$ cat config.mk
export PLATFORM = sky130hd
export DESIGN_NAME = lpm_bitmap_engine
export DESIGN_NICKNAME = d
export VERILOG_FILES = /design/src/rtl/lpm_pkg.sv /design/src/rtl/lpm_rst_sync.sv /design/src/rtl/lpm_scan.sv /design/src/rtl/lpm_result.sv /design/src/rtl/lpm_bitmap_engine.sv
export SDC_FILE = /design/constraint.sdc
export NUM_CORES = 1
export LEC_CHECK = 0
export BUFFER_PORTS_ARGS = -buffer_cell sky130_fd_sc_hd__buf_4
export CAP_MARGIN = 20
export CORE_ASPECT_RATIO = 1.4
export CORE_MARGIN = 2
export CORE_UTILIZATION = 55
export DETAILED_ROUTE_END_ITERATION = 7
export PLACE_DENSITY_LB_ADDON = 0.2
export SLEW_MARGIN = 10
export SYNTH_ARGS = -nofsm -noshare
export SYNTH_HDL_FRONTEND = slang
export SYNTH_SLANG_ARGS = --single-unit
$ cat constraint.sdc
create_clock -name clk -period 8.8 [get_ports clk]
set_input_delay 1.76 -clock clk [delete_from_list [all_inputs] [get_ports clk]]
set_output_delay 1.76 -clock clk [all_outputs]
set_load 0.005 [all_outputs]
$ cat src/rtl/lpm_pkg.sv
package lpm_pkg;

  typedef enum logic [1:0] {
    ST_IDLE   = 2'd0,
    ST_SCAN   = 2'd1,
    ST_NHWAIT = 2'd2
  } lpm_state_e;

  // Top lvl bits of an aw-bit address, right-aligned; zero for level 0.
  function automatic logic [63:0] prefix_bits(input logic [63:0] a,
                                              input int aw,
                                              input int lvl);
    if (lvl == 0) prefix_bits = '0;
    else          prefix_bits = a >> (aw - lvl);
  endfunction

endpackage

$ cat src/rtl/lpm_rst_sync.sv
module lpm_rst_sync #(
  parameter int STAGES = 2
) (
  input  logic clk,
  input  logic rst_n,
  output logic rst_sync_n
);

  logic [STAGES-1:0] chain_q;
  logic [STAGES-1:0] chain_d;

  always_comb begin
    chain_d = {chain_q[STAGES-2:0], 1'b1};
  end

  always_ff @(posedge clk or negedge rst_n) begin
    if (!rst_n) chain_q <= '0;
    else        chain_q <= chain_d;
  end

  assign rst_sync_n = chain_q[STAGES-1];

endmodule

$ cat src/rtl/lpm_scan.sv
module lpm_scan #(
  parameter int ADDR_W  = 32,
  parameter int TOP_LVL = 24,
  parameter int LVL_W   = 5
) (
  input  logic               clk,
  input  logic               rst_n,
  input  logic               start,
  input  logic               active,
  input  logic [ADDR_W-1:0]  addr,
  output logic               bm_req,
  output logic [LVL_W-1:0]   bm_level,
  output logic [TOP_LVL-1:0] bm_index,
  input  logic               bm_rdata,
  output logic               done,
  output logic [LVL_W-1:0]   sel_lvl
);

  logic [LVL_W-1:0] cur_q, cur_d;
  logic             pend_vld_q, pend_vld_d;
  logic [LVL_W-1:0] pend_lvl_q, pend_lvl_d;
  logic             hit;
  logic             last_lvl;

  // The probe result issued last cycle is evaluated while the next one issues.
  always_comb begin
    hit      = active && pend_vld_q && bm_rdata;
    last_lvl = (cur_q == '0);
    done     = active && (hit || last_lvl);
    sel_lvl  = hit ? pend_lvl_q : '0;
    bm_req   = active && !hit && !last_lvl;
    bm_level = cur_q;
    bm_index = TOP_LVL'(lpm_pkg::prefix_bits(64'(addr), ADDR_W, int'(cur_q)));
  end

  always_comb begin
    cur_d      = cur_q;
    pend_vld_d = 1'b0;
    pend_lvl_d = pend_lvl_q;
    if (start) begin
      cur_d = LVL_W'(TOP_LVL);
    end else if (bm_req) begin
      cur_d      = cur_q - LVL_W'(1);
      pend_vld_d = 1'b1;
      pend_lvl_d = cur_q;
    end
  end

  always_ff @(posedge clk or negedge rst_n) begin
    if (!rst_n) begin
      cur_q      <= '0;
      pend_vld_q <= 1'b0;
      pend_lvl_q <= '0;
    end else begin
      cur_q      <= cur_d;
      pend_vld_q <= pend_vld_d;
      pend_lvl_q <= pend_lvl_d;
    end
  end

endmodule

$ cat src/rtl/lpm_result.sv
module lpm_result #(
  parameter int NH_W    = 8,
  parameter int TOP_LVL = 24,
  parameter int LVL_W   = 5
) (
  input  logic               clk,
  input  logic               rst_n,
  input  logic               capture,
  input  logic [LVL_W-1:0]   lvl_in,
  input  logic [TOP_LVL-1:0] idx_in,
  input  logic [NH_W-1:0]    nh_rdata,
  output logic               out_valid,
  output logic [NH_W-1:0]    out_next_hop,
  output logic [LVL_W-1:0]   out_len,
  output logic               out_long,
  output logic [TOP_LVL-1:0] out_chunk
);

  logic               vld_q, vld_d;
  logic [NH_W-1:0]    nh_q, nh_d;
  logic [LVL_W-1:0]   len_q, len_d;
  logic               long_q, long_d;
  logic [TOP_LVL-1:0] chunk_q, chunk_d;
  logic               is_long;

  always_comb begin
    is_long = (nh_rdata == '0);
    vld_d   = capture;
    nh_d    = nh_q;
    len_d   = len_q;
    long_d  = long_q;
    chunk_d = chunk_q;
    if (capture) begin
      nh_d    = nh_rdata;
      len_d   = lvl_in;
      long_d  = is_long;
      chunk_d = is_long ? idx_in : '0;
    end
  end

  always_ff @(posedge clk or negedge rst_n) begin
    if (!rst_n) begin
      vld_q   <= 1'b0;
      nh_q    <= '0;
      len_q   <= '0;
      long_q  <= 1'b0;
      chunk_q <= '0;
    end else begin
      vld_q   <= vld_d;
      nh_q    <= nh_d;
      len_q   <= len_d;
      long_q  <= long_d;
      chunk_q <= chunk_d;
    end
  end

  assign out_valid    = vld_q;
  assign out_next_hop = nh_q;
  assign out_len      = len_q;
  assign out_long     = long_q;
  assign out_chunk    = chunk_q;

endmodule

$ cat src/rtl/lpm_bitmap_engine.sv
module lpm_bitmap_engine #(
  parameter int ADDR_W  = 32,
  parameter int TOP_LVL = 24,
  parameter int NH_W    = 8,
  localparam int LVL_W  = $clog2(TOP_LVL + 1)
) (
  input  logic               clk,
  input  logic               rst_n,
  input  logic               in_valid,
  output logic               in_ready,
  input  logic [ADDR_W-1:0]  in_addr,
  output logic               bm_req,
  output logic [LVL_W-1:0]   bm_level,
  output logic [TOP_LVL-1:0] bm_index,
  input  logic               bm_rdata,
  output logic               nh_req,
  output logic [LVL_W-1:0]   nh_level,
  output logic [TOP_LVL-1:0] nh_index,
  input  logic [NH_W-1:0]    nh_rdata,
  output logic               out_valid,
  output logic [NH_W-1:0]    out_next_hop,
  output logic [LVL_W-1:0]   out_len,
  output logic               out_long,
  output logic [TOP_LVL-1:0] out_chunk
);

  import lpm_pkg::*;

  logic             rst_q_n;
  lpm_state_e       state_q, state_d;
  logic [ADDR_W-1:0] addr_q, addr_d;
  logic [LVL_W-1:0] res_lvl_q, res_lvl_d;
  logic             accept;
  logic             scanning;
  logic             scan_done;
  logic [LVL_W-1:0] scan_lvl;
  logic             capture;
  logic [TOP_LVL-1:0] res_idx;

  lpm_rst_sync #(.STAGES(2)) u_rst_sync (
    .clk        (clk),
    .rst_n      (rst_n),
    .rst_sync_n (rst_q_n)
  );

  always_comb begin
    in_ready = (state_q == ST_IDLE);
    accept   = in_valid && in_ready;
    scanning = (state_q == ST_SCAN);
    capture  = (state_q == ST_NHWAIT);
  end

  always_comb begin
    state_d   = state_q;
    addr_d    = addr_q;
    res_lvl_d = res_lvl_q;
    unique case (state_q)
      ST_IDLE: if (accept) begin
        state_d = ST_SCAN;
        addr_d  = in_addr;
      end
      ST_SCAN: if (scan_done) begin
        state_d   = ST_NHWAIT;
        res_lvl_d = scan_lvl;
      end
      ST_NHWAIT: state_d = ST_IDLE;
      default:   state_d = ST_IDLE;
    endcase
  end

  always_ff @(posedge clk or negedge rst_q_n) begin
    if (!rst_q_n) begin
      state_q   <= ST_IDLE;
      addr_q    <= '0;
      res_lvl_q <= '0;
    end else begin
      state_q   <= state_d;
      addr_q    <= addr_d;
      res_lvl_q <= res_lvl_d;
    end
  end

  lpm_scan #(
    .ADDR_W  (ADDR_W),
    .TOP_LVL (TOP_LVL),
    .LVL_W   (LVL_W)
  ) u_scan (
    .clk      (clk),
    .rst_n    (rst_q_n),
    .start    (accept),
    .active   (scanning),
    .addr     (addr_q),
    .bm_req   (bm_req),
    .bm_level (bm_level),
    .bm_index (bm_index),
    .bm_rdata (bm_rdata),
    .done     (scan_done),
    .sel_lvl  (scan_lvl)
  );

  // Next-hop read goes out in the same cycle the matching level is known.
  always_comb begin
    nh_req   = scan_done;
    nh_level = scan_lvl;
    nh_index = TOP_LVL'(prefix_bits(64'(addr_q), ADDR_W, int'(scan_lvl)));
    res_idx  = TOP_LVL'(prefix_bits(64'(addr_q), ADDR_W, int'(res_lvl_q)));
  end

  lpm_result #(
    .NH_W    (NH_W),
    .TOP_LVL (TOP_LVL),
    .LVL_W   (LVL_W)
  ) u_result (
    .clk          (clk),
    .rst_n        (rst_q_n),
    .capture      (capture),
    .lvl_in       (res_lvl_q),
    .idx_in       (res_idx),
    .nh_rdata     (nh_rdata),
    .out_valid    (out_valid),
    .out_next_hop (out_next_hop),
    .out_len      (out_len),
    .out_long     (out_long),
    .out_chunk    (out_chunk)
  );

endmodule

======== Word level (Yosys, flattened, before mapping) ========
Index checks and enable logic that the tools add are counted.
storage, ports and cells
  logic and storage cells ................. 56
  register bits after elaboration ......... 91
  output and inout bits ................... 100
  input port bits ......................... 44
cells by class
  equality and inequality tests ........... 4
  reductions and logical operators ........ 20
  shifts and indexed selects .............. 3
  $add $sub $neg .......................... 4
  bitwise operators ....................... 1
  muxes and demuxes ....................... 12
operator list
  operator               count
  $mux W24               4
  $shr A32 B32 Y24       3
  $sub A6 B5 Y7 const A  3
  $logic_not A5 Y1       4
  $mux W5                3
  $logic_not A8 Y1       1
  $reduce_and A2 Y1      4
  $logic_and A1 B1 Y1    6
  $sub A5 B1 Y5 const B  1
  $mux W2                2
  $pmux W2 S2            1
  $eq A2 B1 Y1 const B   1
  $eq A2 B2 Y1 const B   1
  $logic_not A1 Y1       2
  $logic_not A2 Y1       1
  $mux W1                2
  $ne A2 B1 Y1 const B   1
  $ne A2 B2 Y1 const B   1
  $reduce_bool A2 Y1     1
  $logic_or A1 B1 Y1     1
  $not A1 Y1             1

======== Longest topological paths before layout ========
  depth in word-level cells ............... 8
  depth in mapped cells ................... 14

======== Modules after synthesis ========
Synthesis repeated with hierarchy kept, for this count alone.
second synthesis, totals
  cell total of the unflattened synthesis .. 986
  area, all modules ....................... 9,620.5 sq um
modules (own cells, without submodules)
  module             seq. area each (sq um)  cells each  area an instance (sq um)  instances
  lpm_bitmap_engine  975.9                   599         5,539.1                   1
  lpm_scan           275.3                   298         2,612.5                   1
  lpm_result         975.9                   86          1,415.1                   1
  lpm_rst_sync       50.0                    3           53.8                      1

======== Worst setup path after synthesis ========
OpenSTA, ideal clock, no wires.
  kind .................................... input to output
  start ................................... in bm_rdata
  end ..................................... out nh_index[7]
  buffers on the path ..................... 4
  path slack .............................. 2,713 ps
  data arrival time ....................... 4,327 ps
  stages on the path ...................... 12
  data required time ...................... 7,040 ps
  cell sequence ........................... and4b_1 -> buf_6 -> nand2_8 -> buf_2 -> ha_1 -> buf_2 -> inv_1 -> buf_1 -> mux4_2 -> mux4_2 -> nand2_1 -> o21ai_1
on the way
  word-level cells in the longest chain between the ends .. 5
RTL lines
  element                line                     source
  from (decl)            lpm_bitmap_engine.sv:15  input logic bm_rdata,
  $logic_and A1 B1 Y1 *  lpm_scan.sv:27           hit = active && pend_vld_q && bm_rdata;
  $mux W5 *              lpm_scan.sv:30           sel_lvl = hit ? pend_lvl_q : '0;
  $sub A6 B5 Y7          lpm_pkg.sv:14            else prefix_bits = a >> (aw - lvl);
  $shr A32 B32 Y24       lpm_pkg.sv:14
  $mux W24 *             lpm_pkg.sv:13            if (lvl == 0) prefix_bits = '0;
  to (decl)              lpm_bitmap_engine.sv:18  output logic [TOP_LVL-1:0] nh_index,
Every way passes the cells marked *; elsewhere a longest branch is shown, timed or not.

======== Worst setup path after layout ========
Same ends and word-level chain as after synthesis.

==> metrics.txt <==
Final Hold Vio Count=0; Final HPWL DP=16910 um; vias in the first global route=7138; CTS Hold Bufs=0; Final Max Tran Viols=0; count of cell types in the netlist=63; fin nets=1028; cts bufs inserted=9; ratio of cells with drive above 1 in the final layout=0.3225; Slew Limit Headroom=0.2897; post-layout min period=6.885 ns; Max H-tree Level=3; Syn Area/Cell=9.158 um2; Crit Path Category=in -> out; router iterations before antenna repair=5; Die Outline Area=16150 um2; FF/Latch Area=2283 um2; fmax=0.1452 GHz; clk_lat worst skew=0.35 ns; PostCTS Resize Cnt=0; origin of the critical flop-to-flop path=res_lvl_q[0]; Syn Nets=959; IO buf count=143; utilization after layout=0.6511; Max Root-Sink Buffers=2; Fillers=1277; antenna violations before repair=0; post-CTS setup buffers=0; diodes inserted=0; worst path arrival time=5.12 ns; startpoint type of the worst setup path=input pin; root buffer cell=clkbuf_16; Core Region=14920 um2; Tcrit/Tclk final=0.7824; largest net degree at the start of global routing=48; worst-margin pin slew=1.060 ns; worst hold slack=0.3297 ns; clock skew after layout=0.01257 ns; chip width=108.0 um; unrepaired setup endpoints after global routing=no; register-to-register path setup slack=5.24 ns; Synth Cell Area=8324 um2; worst reg-to-reg path cell count=7; routed via count=7583; Hold WC Path Type=reg -> async; run status=complete, no violations; Detailed Route WL=23950 um; MaxCap Viol Count=0; number of synthesized flops with an enable pin=0; Starting Density=0.5579; Clk pin slew, worst setup/hold paths=0.08 ns; FF+latch count, synth=91; first-pass GRT wire length=38420 um; Synth Instances=909; CP max FO=26; Area growth syn-to-layout=16.70%; CTS tree=yes; reg2reg end=u_result.out_chunk[5]; DR vias/cell=6.454; WL/cell=20.38 um; num ports=144; synth warn=0; Setup violations, final=0; Iteration-0 DRC Markers=855; # clock sinks=91; total gr overflow=0; die height=149.6 um; sequential cell area fraction in the yosys report=0.2736; worst endpoint required time=7.04 ns; Placer Congestion=0.9492; ys async rst share=1.000; multi-input logic area=5562 um2; num rows=53; Critical Path End Type=output pin; GRT Util Overall=0.3040; sum of negative setup slack=0 ns; Routed Antenna Nets=0; DRC=0; ys flop type=dfrtp_1
==> state kept, by name, indices dropped and copies added (netlist names) <==
| register | flops |
|---|---|
| addr_q | 32 |
| res_lvl_q | 5 |
| state_q | 2 |
| u_result.out_chunk | 24 |
| u_result.out_len | 5 |
| u_result.out_long | 1 |
| u_result.out_next_hop | 8 |
| u_result.out_valid | 1 |
| u_rst_sync.chain_q | 2 |
| u_scan.bm_level | 5 |
| u_scan.pend_lvl_q | 5 |
| u_scan.pend_vld_q | 1 |
==> worst max path at each step <==
stage                         from     endpoint  slack, ns  cells after the start
after floorplan           bm_rdata  nh_index[7]       2.71                     12
final                     bm_rdata  nh_index[7]       1.92                     10
after global routing      bm_rdata  nh_index[7]       1.72                     10
after global placement    bm_rdata  nh_index[7]       1.97                     10
after CTS                 bm_rdata  nh_index[7]       1.91                     10
after detailed placement  bm_rdata  nh_index[7]       1.92                     10
==> cell families after synthesis <==
| logic type | count (synthesis) | share of synthesized area |
|---|---|---|
| simple gates | 338 | 0.1760 |
| flops | 91 | 0.2736 |
| compound gates | 172 | 0.1299 |
| buf+inv | 125 | 0.06343 |
| xor+xnor | 10 | 0.01142 |
| other cells | 1 | 0.0004505 |
| fa+ha+maj | 6 | 0.009018 |
| mux | 166 | 0.3362 |
==> layer usage <==
| metal | part of all wire | global-route usage | wire, um |
|---|---|---|---|
| met1 | 0.39 | 0.3996 | 9238 |
| met2 | 0.51 | 0.5167 | 12130 |
| met3 | 0.074 | 0.02962 | 1764 |
| met4 | 0.034 | 0.1224 | 817 |
| met5 | 0 | 0 | 0 |
==> layout make-up <==
| class | instances | share of cell area |
|---|---|---|
| Multi-Input combinational cell | 693 | 0.5725 |
| Tap cell | 192 | 0.02473 |
| Timing Repair Buffer | 159 | 0.1261 |
| Sequential cell | 91 | 0.2351 |
| Inverter | 24 | 0.01005 |
| Clock inverter | 7 | 0.008372 |
| Clock buffer | 9 | 0.02318 |
==> worst max-delay path: stages <==
cell,delay [ns]
buf_4,0.08
and4b_1,0.45
nand2_8,0.24
ha_1,0.52
inv_1,0.70
mux4_2,0.64
mux2_2,0.29
a22oi_1,0.19
o21ai_1,0.10
buf_4,0.15
==> layout by cell type (no fill, tap or decap), types with 10 or more instances in the layout <==
| master | instances |
|---|---|
| nor2_1 | 70 |
| buf_4 | 156 |
| o21ai_0 | 44 |
| mux4_2 | 85 |
| a31oi_1 | 12 |
| a21oi_1 | 50 |
| nor3_1 | 10 |
| mux2_2 | 33 |
| nand2_1 | 207 |
| dfrtp_1 | 88 |
| inv_1 | 23 |
| mux2i_1 | 46 |
| a211oi_1 | 19 |
==> stage by stage <==
stage,cells,worst slack [ns],instance area (um2)
2_1_floorplan,909,2.713,8324
3_3_place_gp,1156,1.970,9353
4_1_cts,1173,1.913,9674
6_report,1175,1.915,9714
5_1_grt,1175,1.722,9714
3_5_place_dp,1157,1.920,9368
==> synth_stat cells, types with 19 or more instances <==
cell / number / area [um2]
mux4_2: 85 / 1914
buf_2: 23 / 115.1
o21ai_0: 44 / 220.2
inv_1: 23 / 86.33
mux2i_1: 46 / 460.4
mux2_2: 33 / 371.6
a211oi_1: 19 / 142.6
nand2_1: 207 / 777.0
nor2_1: 70 / 262.8
dfrtp_1: 91 / 2277
a21oi_1: 50 / 250.2
clkbuf_1: 70 / 262.8
Power is not shown: default switching activity piles up to over one toggle a cycle in this logic, so the estimate is an artifact.
